$ cat src/rtl/ds3f_pkg.sv
package ds3f_pkg;

    localparam int SF_N       = 7;
    localparam int BLK_N      = 8;
    localparam int PAY_N      = 84;
    localparam int BLK_BITS   = PAY_N + 1;
    localparam int FRAME_BITS = SF_N * BLK_N * BLK_BITS;
    localparam int BIT_W      = $clog2(BLK_BITS);
    localparam int BLK_W      = $clog2(BLK_N);
    localparam int SF_W       = $clog2(SF_N);
    localparam int FLD_W      = 3;

    typedef enum logic [FLD_W-1:0] {
        FLD_NONE = 3'd0,
        FLD_X    = 3'd1,
        FLD_FEBE = 3'd2,
        FLD_FEAC = 3'd3,
        FLD_DL   = 3'd4,
        FLD_UDL  = 3'd5,
        FLD_CP   = 3'd6
    } field_e;

    typedef enum logic [2:0] {
        SK_PAY,
        SK_FRM,
        SK_MFR,
        SK_PAR,
        SK_CONST,
        SK_USER
    } kind_e;

    typedef struct packed {
        logic [SF_W-1:0]  sf;
        logic [BLK_W-1:0] blk;
        logic [BIT_W-1:0] bit_idx;
    } pos_t;

    typedef struct packed {
        kind_e  kind;
        field_e field;
        logic   fixed_val;
    } slot_t;

    // Classify a slot position into its source kind and field.
    function automatic slot_t classify(pos_t p);
        slot_t s;
        s.kind      = SK_CONST;
        s.field     = FLD_NONE;
        s.fixed_val = 1'b1;
        if (p.bit_idx != '0) begin
            s.kind      = SK_PAY;
            s.fixed_val = 1'b0;
        end else if (p.blk[0]) begin
            s.kind      = SK_FRM;
            s.fixed_val = (p.blk == BLK_W'(1)) || (p.blk == BLK_W'(BLK_N - 1));
        end else if (p.blk == '0) begin
            if (p.sf < SF_W'(2)) begin
                s.kind  = SK_USER;
                s.field = FLD_X;
            end else if (p.sf < SF_W'(4)) begin
                s.kind  = SK_PAR;
            end else begin
                s.kind      = SK_MFR;
                s.fixed_val = (p.sf == SF_W'(5));
            end
        end else begin
            s.kind = SK_USER;
            case (p.sf)
                SF_W'(0): begin
                    if (p.blk == BLK_W'(6)) s.field = FLD_FEAC;
                    else                    s.kind  = SK_CONST;
                end
                SF_W'(2): s.field = FLD_CP;
                SF_W'(3): s.field = FLD_FEBE;
                SF_W'(4): s.field = FLD_DL;
                default:  s.field = FLD_UDL;
            endcase
        end
        return s;
    endfunction

endpackage

$ cat src/rtl/ds3f_pos_counter.sv
module ds3f_pos_counter
    import ds3f_pkg::*;
(
    input  logic clk,
    input  logic rst,
    output pos_t pos,
    output logic frame_last
);
    localparam logic [BIT_W-1:0] BIT_MAX = BIT_W'(BLK_BITS - 1);
    localparam logic [BLK_W-1:0] BLK_MAX = BLK_W'(BLK_N - 1);
    localparam logic [SF_W-1:0]  SF_MAX  = SF_W'(SF_N - 1);

    logic bit_wrap;
    logic blk_wrap;

    assign bit_wrap   = (pos.bit_idx == BIT_MAX);
    assign blk_wrap   = bit_wrap && (pos.blk == BLK_MAX);
    assign frame_last = blk_wrap && (pos.sf == SF_MAX);

    always_ff @(posedge clk) begin
        if (rst) begin
            pos <= '0;
        end else begin
            pos.bit_idx <= bit_wrap ? '0 : pos.bit_idx + 1'b1;
            if (bit_wrap) begin
                pos.blk <= blk_wrap ? '0 : pos.blk + 1'b1;
            end
            if (blk_wrap) begin
                pos.sf <= frame_last ? '0 : pos.sf + 1'b1;
            end
        end
    end
endmodule

$ cat src/rtl/ds3f_parity.sv
module ds3f_parity (
    input  logic clk,
    input  logic rst,
    input  logic pay_req,
    input  logic pay_bit,
    input  logic frame_last,
    output logic p_val
);
    logic acc;
    logic acc_next;

    assign acc_next = acc ^ (pay_req & pay_bit);

    always_ff @(posedge clk) begin
        if (rst) begin
            acc   <= 1'b0;
            p_val <= 1'b0;
        end else if (frame_last) begin
            p_val <= acc_next;
            acc   <= 1'b0;
        end else begin
            acc   <= acc_next;
        end
    end
endmodule

$ cat src/rtl/ds3f_oh_mux.sv
module ds3f_oh_mux
    import ds3f_pkg::*;
(
    input  slot_t             slot,
    input  logic              p_val,
    input  logic              oh_en,
    input  logic              oh_bit,
    input  logic              hdlc_en,
    input  logic              hdlc_bit,
    output logic              oh_val,
    output logic              oh_req,
    output logic [FLD_W-1:0]  oh_field,
    output logic              hdlc_req
);
    logic link_slot;

    assign link_slot = (slot.kind == SK_USER) &&
                       ((slot.field == FLD_FEAC) || (slot.field == FLD_DL));

    always_comb begin
        oh_val = 1'b0;
        case (slot.kind)
            SK_FRM, SK_MFR, SK_CONST: oh_val = slot.fixed_val;
            SK_PAR:                   oh_val = p_val;
            SK_USER: begin
                if (link_slot)
                    oh_val = hdlc_en ? hdlc_bit : (oh_en ? oh_bit : 1'b1);
                else if (slot.field == FLD_CP)
                    oh_val = oh_en ? oh_bit : p_val;
                else
                    oh_val = oh_en ? oh_bit : 1'b1;
            end
            default:                  oh_val = 1'b0;
        endcase
    end

    assign oh_req   = (slot.kind == SK_USER);
    assign oh_field = oh_req ? slot.field : FLD_NONE;
    assign hdlc_req = link_slot && hdlc_en;
endmodule

$ cat src/rtl/ds3_tx_framer.sv
module ds3_tx_framer
    import ds3f_pkg::*;
(
    input  logic             clk,
    input  logic             rst,
    input  logic             pay_bit,
    input  logic             oh_en,
    input  logic             oh_bit,
    input  logic             hdlc_en,
    input  logic             hdlc_bit,
    output logic             pay_req,
    output logic             oh_req,
    output logic [FLD_W-1:0] oh_field,
    output logic             hdlc_req,
    output logic             tx_bit,
    output logic             tx_fs
);
    pos_t  pos;
    slot_t slot;
    logic  frame_last;
    logic  p_val;
    logic  oh_val;
    logic  frame_first;

    ds3f_pos_counter u_pos (
        .clk        (clk),
        .rst        (rst),
        .pos        (pos),
        .frame_last (frame_last)
    );

    assign slot        = classify(pos);
    assign pay_req     = (slot.kind == SK_PAY);
    assign frame_first = (pos == '0);

    ds3f_parity u_par (
        .clk        (clk),
        .rst        (rst),
        .pay_req    (pay_req),
        .pay_bit    (pay_bit),
        .frame_last (frame_last),
        .p_val      (p_val)
    );

    ds3f_oh_mux u_mux (
        .slot     (slot),
        .p_val    (p_val),
        .oh_en    (oh_en),
        .oh_bit   (oh_bit),
        .hdlc_en  (hdlc_en),
        .hdlc_bit (hdlc_bit),
        .oh_val   (oh_val),
        .oh_req   (oh_req),
        .oh_field (oh_field),
        .hdlc_req (hdlc_req)
    );

    always_ff @(posedge clk) begin
        if (rst) begin
            tx_bit <= 1'b0;
            tx_fs  <= 1'b0;
        end else begin
            tx_bit <= pay_req ? pay_bit : oh_val;
            tx_fs  <= frame_first;
        end
    end
endmodule

$ cat config.mk
export PLATFORM = sky130hd
export DESIGN_NAME = ds3_tx_framer
export DESIGN_NICKNAME = d
export VERILOG_FILES = /design/src/rtl/ds3f_pkg.sv /design/src/rtl/ds3f_pos_counter.sv /design/src/rtl/ds3f_parity.sv /design/src/rtl/ds3f_oh_mux.sv /design/src/rtl/ds3_tx_framer.sv
export SDC_FILE = /design/constraint.sdc
export NUM_CORES = 1
export LEC_CHECK = 0
export BUFFER_PORTS_ARGS = -buffer_cell sky130_fd_sc_hd__buf_4
export CORE_UTILIZATION = 50
export DETAILED_ROUTE_END_ITERATION = 16
export PLACE_DENSITY_LB_ADDON = 0.3
export SLEW_MARGIN = 20
export SYNTH_ARGS = -nofsm -noshare
export SYNTH_HDL_FRONTEND = slang
export SYNTH_SLANG_ARGS = --single-unit
$ cat constraint.sdc
create_clock -name clk -period 6.38 [get_ports clk]
set_input_delay 0.638 -clock clk [delete_from_list [all_inputs] [get_ports clk]]
set_output_delay 0.638 -clock clk [all_outputs]
set_load 0.02 [all_outputs]
==> flow_summary.ini, run 1 <==
[detailed_routing]
avgViaCountPerCell = 5.594
routed_wl_um = 2227
drtPass1Iterations = 4
drt-met1-wl_um = 1098
wl_met2_um = 996
ant_nets = 0
dr.max_layer_used = met4
drt-initial-drc-count = 15
wl_per_cell_um = 12.73
drc = 0
vias = 979
dr_wl_met3_um = 114

[critical_path]
worstSetupStartpointType = register
critPathMaxFanout = 9
reg2reg_slack_ns = 3.78
timing.rr.start = u_pos.pos[7]
critPathCapture = oh_field[1]
path_cells = inv_1 > ha_1 > or3b_1 > or4_1 > or4_1 > inv_1 > and3_1 > buf_4
cp.depth = 8
crit_family = simple AND/OR/NAND/NOR gates
cp.buffers_inverters = 3
cp.arrival_ns = 2.77
end_kind = primary output
startpoint = u_pos.pos[0]
reg2reg_depth = 7
critical_path_class = reg2out
r2r_end = tx_bit
cpPeakStageDelay_ns = 0.62
required_ns = 5.74
cpMaxStageDelayCell = or4_1

[clocking]
post_cts_resize_count = 0
cts_setup_buffers = 0
path_clk_slew_ns = 0.10
cts_num_sinks = 17
cts_max_path_buffers = 2
holdBufCountCts = 0
h-tree-depth = 1
root_buffer = clkbuf_4
cts-buffers-inserted = 3
clk-insertion-delay-late_ns = 0.29
cts_tree = yes

[timing]
timing_hold_violations_final = 0
fin_hold_ws_ns = 0.4718
slew_headroom = 0.7045
fin_skew_ns = 0.002701
fin_crit_sh = 0.5344
worstMarginPinSlew_ns = 0.4416
maxSlewViolCount = 0
fmax_mhz = 293.3
fin_tns_setup_ns = 0
setup_ws_ns = 2.971
rsz0062_at_grt = false
period_needed_ns = 3.409
setup_violations = 0

[synthesis]
post_synth_and_or_nand_nor_area_fraction = 0.3122
synth_top_family_by_area = simple AND/OR/NAND/NOR gates
synth_mux_area_frac = 0.01895
yosys_warnings = 0
synth_xor_xnor_area_share = 0.04682
synth_area_per_cell_um2 = 8.439
synthArstFlopShare = 0
synth_area_leaders = dfxtp_1, ha_1, nand2_1
synth-seq-cells = 17
ys_top_cells_by_count = dfxtp_1, nand2_1, nor2_1, ha_1, inv_1
syn-cell-area_um2 = 1122
synth_most_common_cell = dfxtp_1
ys.flop_type = dfxtp_1
ys_seq_area_frac = 0.3032
syn_inst = 133
ys_types = 42
synth-compound-area-share = 0.1226
synth.top_cell.area_share = 0.3032
synth_area_leader_cell = dfxtp_1
syn-num-nets = 152
synthAdderAreaFrac = 0.1338
synth_edf_count = 0

[place]
place.gp.congestion = 0.8676
place_hpwl_um = 1678
portBuffers = 14
pre_cts_ws_ns = 3.304

[pwr]
power_frac_clock = 0.276
seqPwrFrac = 0.547
leakagePower_nw = 0.5279
p_sw_frac = 0.2710
internal_power_mw = 0.1500
comb_power_share = 0.177
p_sw_mw = 0.05576
p_per_area_nw_per_um2 = 163.3
vdd_drop_max_uv = 98.59

[floorplanning]
dieArea_um2 = 2438
io_pins = 15
initial_utilization = 0.5496
core_um2 = 2042
die_x_um = 49.38
die_y_um = 49.38
rows = 16

[cells_and_area]
fillers = 206
fin_nets = 168
multi_input_area_um2 = 711.9
drive_gt1_frac = 0.1824
register_area_um2 = 340.3
area_growth_pct = 12.26
antennaDiodeCount = 0

[global_routing]
grt_max_degree = 13
grt_pass1_wl_um = 3919
grt_pass1_vias = 923
grt_overflow = 0
grt_usage = 0.2049
antenna_found_initial = 0

[job]
cap_violations = 0

[status]
outcome = finished clean

[min_path]
hold_class = reg2reg
[flip-flops by register name, summed over array words and instances (netlist names)]
name / count
tx_bit: 1
tx_fs: 1
u_par.acc: 1
u_par.p_val: 1
u_pos.pos: 13
[stage by stage]
| stage | instance area, um^2 | total power, mW | util | std cells |
|---|---|---|---|---|
| after floorplan | 1122 | 0.1392 | - | 133 |
| after global placement | 1232 | 0.1507 | 0.6036 | 171 |
| after detailed placement | 1232 | 0.1510 | 0.6036 | 171 |
| after CTS | 1260 | 0.2083 | 0.6170 | 175 |
| after global routing | 1260 | 0.2164 | 0.6170 | 175 |
| final | 1260 | 0.2057 | 0.6170 | 175 |
[layout make-up]
cell class	instances	share of cell area
multi-input combinational	102	0.5650
clock buffer	3	0.01787
inverter	11	0.03277
tap	27	0.02681
clock inverter	1	0.003972
timing repair buffer	14	0.08342
sequential	17	0.2701
[worst min-delay path by stage]
stage,from,endpoint,slack [ns],depth (start not counted)
finish,u_pos.pos[0],u_pos.pos[0],0.47,1
global route,u_pos.pos[0],u_pos.pos[0],0.51,1
CTS,u_pos.pos[0],u_pos.pos[0],0.48,1
detailed placement,u_pos.pos[0],u_pos.pos[0],0.45,1
global placement,u_pos.pos[0],u_pos.pos[0],0.44,1
floorplan,u_pos.pos[0],u_pos.pos[0],0.43,1
[power by group through the flow]
stage	Clock (mW)	Sequential, mW	Combinational, mW
2_1_floorplan	0	0.117	0.0224
3_3_place_gp	0	0.115	0.0360
3_5_place_dp	0	0.115	0.0360
4_1_cts	0.0595	0.113	0.0362
5_1_grt	0.0630	0.113	0.0402
6_report	0.0569	0.113	0.0363
[routing by layer]
metal / vias up / global-route usage
met3: 4 / 0.03738
met5: - / 0
li1: 498 / -
met1: 447 / 0.2757
met4: 0 / 0.04286
met2: 30 / 0.3402
[worst reg2reg max path, delay by kind of cell (launching register included)]
kind | cells | cell delay, ns
compound gates | 3 | 0.81
simple gates | 2 | 0.75
flops | 1 | 0.53
fa+ha+maj | 1 | 0.25
buf+inv | 1 | 0.18
[cells by family (layout without fill, tap and decap cells)]
group | Yosys count | in the layout
XOR/XNOR | 6 | 6
multiplexers | 2 | 2
AND/OR/NAND/NOR | 62 | 62
buffers and inverters | 14 | 29
flip-flops | 17 | 17
AO/OA/AOI/OAI | 20 | 20
adder cells (fa/ha/maj) | 12 | 12
[cell usage in the layout, fill, tap and decap left out, types with 2 or more instances in the layout]
cell type	synthesis	routed
and2b_2	2	2
buf_4	0	14
nand3_1	3	3
xnor2_1	3	3
nand3b_1	2	2
a21oi_1	7	7
and3_1	2	2
ha_1	12	12
o21ai_0	2	2
inv_1	11	11
clkbuf_4	0	3
nand4_1	4	4
or2_2	2	2
nand2_1	13	13
or4_1	4	4
nor2_1	13	13
dfxtp_1	17	17
nor3_1	4	4
nand2b_1	3	3
xor2_1	3	3
a211oi_1	2	2
nor3b_1	2	2
(Power assumes the default switching activity.)
==> run 2: changes to the inputs <==
==> constraint.sdc (replaced) <==
create_clock -name clk -period 3.3 [get_ports clk]
set_input_delay 0.33 -clock clk [delete_from_list [all_inputs] [get_ports clk]]
set_output_delay 0.33 -clock clk [all_outputs]
set_load 0.02 [all_outputs]
==> flow_summary.ini, run 2 (synthesis gave the netlist of run 1 again) <==
[critical_path]
cp.arrival_ns = 2.77
reg2reg_depth = 7
cpPeakStageDelay_ns = 0.62
end_kind = primary output
cp.buffers_inverters = 3
path_cells = inv_1 > ha_1 > or3b_1 > or4_1 > or4_1 > inv_1 > and3_1 > buf_4
cpMaxStageDelayCell = or4_1
required_ns = 2.97
worstSetupStartpointType = register
r2r_end = tx_bit
critPathMaxFanout = 9
reg2reg_slack_ns = 0.69
crit_family = simple AND/OR/NAND/NOR gates
startpoint = u_pos.pos[0]
timing.rr.start = u_pos.pos[7]
critical_path_class = reg2out

[global_routing]
grt_overflow = 0
grt_pass1_vias = 914
antenna_found_initial = 0
grt_pass1_wl_um = 3857
grt_max_degree = 13
grt_usage = 0.2035

[cells_and_area]
largest_register = u_pos.pos
stdcell_area_um2 = 1260
fin_nets = 168
drive_gt1_frac = 0.1824
area_growth_pct = 12.26
final_common_cell = dfxtp_1
largest_reg_flops = 13
antennaDiodeCount = 0
layout_common_cells = dfxtp_1, buf_4, nand2_1, nor2_1, ha_1
final_cells = 175

[timing]
fmax_mhz = 322.2
timing_hold_violations_final = 0
slew_headroom = 0.7074
rsz0062_at_grt = false
fin_crit_sh = 0.9405
fin_skew_ns = 0.007381
fin_tns_setup_ns = 0
setup_violations = 0
maxSlewViolCount = 0
period_needed_ns = 3.104
setup_ws_ns = 0.1962
worstMarginPinSlew_ns = 0.4374

[clocking]
cts_tree = yes
holdBufCountCts = 0
h-tree-depth = 1
cts_num_sinks = 17
path_clk_slew_ns = 0.10
cts-buffers-inserted = 3
post_cts_resize_count = 0
cts_setup_buffers = 0
cts_max_path_buffers = 2
clk-insertion-delay-late_ns = 0.29
root_buffer = clkbuf_4

[place]
place_hpwl_um = 1677
place_inst = 171
portBuffers = 14
place.gp.congestion = 0.8675
placed_area_um2 = 1232
pre_cts_ws_ns = 0.5320

[floorplanning]
dieArea_um2 = 2438
io_pins = 15
die_x_um = 49.38
initial_utilization = 0.5496
core_um2 = 2042
rows = 16
die_y_um = 49.38

[min_path]
hp-start = rst
hold_depth = 2
hold_class = in2reg
holdPathEnd = u_pos.pos[8]

[detailed_routing]
routed_wl_um = 2216
drc = 0
ant_nets = 0
avgViaCountPerCell = 5.611
vias = 982
drtPass1Iterations = 4
drt-initial-drc-count = 27
wl_per_cell_um = 12.66

[status]
outcome = finished clean

[job]
cap_violations = 0

[pwr]
vdd_drop_max_uv = 252.7
leakagePower_nw = 0.5279
p_per_area_nw_per_um2 = 315.2
-- run 2: cell counts in the layout (fill, tap and decap cells not counted) --
No cell type changed its count.
-- run 2: area by class of cell --
class	count	area [um^2]
clock buffers	3	22.52
clock inverters	1	5.005
fillers	195	782.0
inverters	11	41.29
multi-input cells	102	711.9
flip-flops and latches	17	340.3
well taps	27	33.78
repair buffers	14	105.1
-- run 2: worst max path at each step --
stage / slack [ns] / to / cells after the start
final: 0.20 / oh_field[1] / 8
after global routing: 0.07 / oh_field[1] / 8
after CTS: 0.19 / oh_field[1] / 8
after detailed placement: 0.53 / oh_field[1] / 8
after global placement: 0.55 / oh_field[1] / 8
after floorplan: 0.50 / hdlc_req / 7
-- run 2: worst register-to-register path: cells and delay by family (launching register included) --
| family | cells | cell delay, ns |
|---|---|---|
| simple gates | 2 | 0.76 |
| buf+inv | 1 | 0.18 |
| fa+ha+maj | 1 | 0.24 |
| compound gates | 3 | 0.84 |
| flops | 1 | 0.52 |
-- run 2: metrics by stage --
stage	total power, mW	util	hold WS [ns]
2_1_floorplan	0.2690	-	0.4258
3_3_place_gp	0.2914	0.6036	0.4398
3_5_place_dp	0.2918	0.6036	0.4536
4_1_cts	0.4058	0.6170	0.2679
5_1_grt	0.4205	0.6170	0.2875
6_report	0.3972	0.6170	0.2862
-- run 2: routing by layer --
| layer | global-route usage | vias to the layer above | routed length (um) |
|---|---|---|---|
| met5 | 0 | - | 0 |
| met4 | 0.07143 | 0 | 10 |
| met3 | 0.04050 | 2 | 117 |
| met2 | 0.3311 | 32 | 985 |
| met1 | 0.2657 | 445 | 1103 |
| li1 | - | 503 | - |
-- run 2: power by group --
group          internal (mW)  switching (mW)
clock network         0.0451          0.0645
registers              0.213         0.00439
logic                 0.0317          0.0384
==> run 3: changes to the inputs <==
--- a/config.mk
+++ b/config.mk
@@ -12,4 +12,5 @@
 export SLEW_MARGIN = 20
 export SYNTH_ARGS = -nofsm -noshare
 export SYNTH_HDL_FRONTEND = slang
+export SYNTH_HIERARCHICAL = 1
 export SYNTH_SLANG_ARGS = --single-unit
==> flow_summary.ini, run 3 <==
[timing]
setup_violations = 0
rsz0062_at_grt = false
timing_hold_violations_final = 0
worstMarginPinSlew_ns = 0.7075
fmax_mhz = 354.9
slew_headroom = 0.5240
maxSlewViolCount = 0
fin_skew_ns = 0.002032
setup_ws_ns = 0.4820
period_needed_ns = 2.818
fin_crit_sh = 0.8539
fin_tns_setup_ns = 0

[detailed_routing]
ant_nets = 0
drt-initial-drc-count = 27
vias = 1091
drc = 0
routed_wl_um = 2388
wl_per_cell_um = 13.34
avgViaCountPerCell = 6.095
drtPass1Iterations = 4

[place]
place_hpwl_um = 1816
pre_cts_ws_ns = 0.8157
placed_area_um2 = 1262
place.gp.congestion = 0.9003
portBuffers = 14

[floorplanning]
rows = 16
io_pins = 15
dieArea_um2 = 2475
die_x_um = 49.75
core_um2 = 2042
initial_utilization = 0.5582
die_y_um = 49.75

[critical_path]
critPathMaxFanout = 12
end_kind = primary output
required_ns = 2.97
reg2reg_depth = 8
timing.rr.start = u_pos/pos[2]
r2r_end = tx_bit
critical_path_class = reg2out
worstSetupStartpointType = register
reg2reg_slack_ns = 0.87
cp.arrival_ns = 2.49

[clocking]
cts_max_path_buffers = 2
path_clk_slew_ns = 0.09
root_buffer = clkbuf_4
cts_num_sinks = 17
holdBufCountCts = 0
cts_setup_buffers = 0
clk-insertion-delay-late_ns = 0.28
post_cts_resize_count = 0
cts-buffers-inserted = 3
cts_tree = yes
h-tree-depth = 1

[pwr]
p_sw_mw = 0.1196
p_per_area_nw_per_um2 = 324.1
internal_power_mw = 0.2981
comb_power_share = 0.217
p_sw_frac = 0.2864
vdd_drop_max_uv = 244.1
power_frac_clock = 0.261
leakagePower_nw = 0.4898
seqPwrFrac = 0.521

[synthesis]
ys_types = 46
ys_seq_area_frac = 0.2986
ys.flop_type = dfxtp_1
synth_most_common_cell = dfxtp_1
synth_area_leaders = dfxtp_1, ha_1, o21ai_0
syn-num-nets = 149
ys_top_cells_by_count = dfxtp_1, nor2_1, o21ai_0, a21oi_1, nand2_1
synth_area_leader_cell = dfxtp_1
yosys_warnings = 6
syn-cell-area_um2 = 1140
synth.top_cell.area_share = 0.2986
syn_inst = 136
synth_edf_count = 0
synthArstFlopShare = 0
synth_area_per_cell_um2 = 8.381
synth-seq-cells = 17

[global_routing]
grt_max_degree = 14
grt_usage = 0.2257
grt_overflow = 0
use_met3 = 0.04630
grt_use_met2 = 0.3671
grt_pass1_wl_um = 4347
antenna_found_initial = 0
grt_pass1_vias = 1031
grt_use_met1 = 0.2731
busiest_layer = met2

[job]
cap_violations = 0

[cells_and_area]
largest_reg_flops = 13
layout_common_cells = dfxtp_1, buf_4, nor2_1
area_growth_pct = 13.06
final_common_cell = dfxtp_1
fin_nets = 166
fillers = 192
drive_gt1_frac = 0.1842
multi_input_area_um2 = 752.0
stdcell_area_um2 = 1289
register_area_um2 = 340.3
largest_register = u_pos/pos
antennaDiodeCount = 0

[min_path]
hold_class = in2reg
hp-start = rst
hold_depth = 2
holdPathEnd = u_pos/pos[11]

[status]
outcome = finished clean
run 3: worst max path at each step:
| stage | start | to | slack, ns | cells after the start |
|---|---|---|---|---|
| 2_1_floorplan | u_pos/pos[2] | hdlc_req | 0.94 | 6 |
| 3_3_place_gp | u_pos/pos[2] | oh_field[1] | 0.88 | 7 |
| 3_5_place_dp | u_pos/pos[2] | oh_field[0] | 0.82 | 7 |
| 4_1_cts | u_pos/pos[2] | oh_field[0] | 0.50 | 7 |
| 5_1_grt | u_pos/pos[2] | hdlc_req | 0.24 | 7 |
| 6_report | u_pos/pos[2] | oh_field[0] | 0.48 | 7 |
run 3: layout make-up:
type | count | area share
clock buffers | 4 | 0.02039
flip-flops and latches | 17 | 0.2641
multi-input cells | 109 | 0.5835
repair buffers | 14 | 0.08155
inverters | 8 | 0.02427
well taps | 27 | 0.02621
run 3: kinds of logic (layout without fill, tap and decap cells):
family | Yosys count | in the layout | share of synthesized area
xor+xnor | 4 | 4 | 0.03074
compound gates | 32 | 32 | 0.1866
simple gates | 64 | 64 | 0.3502
fa+ha+maj | 6 | 6 | 0.06586
flops | 17 | 17 | 0.2986
buf+inv | 10 | 26 | 0.04171
mux | 3 | 3 | 0.02635
run 3: per-stage QoR:
step | hold slack, ns | power (mW) | util | instances
4_1_cts | 0.2705 | 0.4238 | 0.6311 | 179
2_1_floorplan | 0.3979 | 0.2816 | - | 136
6_report | 0.2888 | 0.4177 | 0.6311 | 179
3_5_place_dp | 0.4793 | 0.3130 | 0.6183 | 175
5_1_grt | 0.2715 | 0.4448 | 0.6311 | 179
3_3_place_gp | 0.4687 | 0.3102 | 0.6183 | 175
run 3: critical path, stage by stage, from the launching register on:
cell and delay [ns]:
dfxtp_1 0.37, nor4_1 0.35, nand2_2 0.23, nor4_1 0.59, nand3b_4 0.27, clkinv_2 0.08, and2_1 0.17, buf_4 0.15
run 3: power by group through the flow:
stage	Sequential (mW)	Combinational, mW	Clock, mW
floorplan	0.226	0.0559	0
global route	0.219	0.0995	0.126
global placement	0.222	0.0878	0
finish	0.218	0.0907	0.109
detailed placement	0.223	0.0904	0
CTS	0.218	0.0907	0.115
run 3: routing by layer:
metal | wire, um | vias to the layer above
li1 | - | 540
met1 | 1052 | 524
met2 | 1224 | 23
met3 | 73 | 4
met4 | 36 | 0
met5 | 0 | -
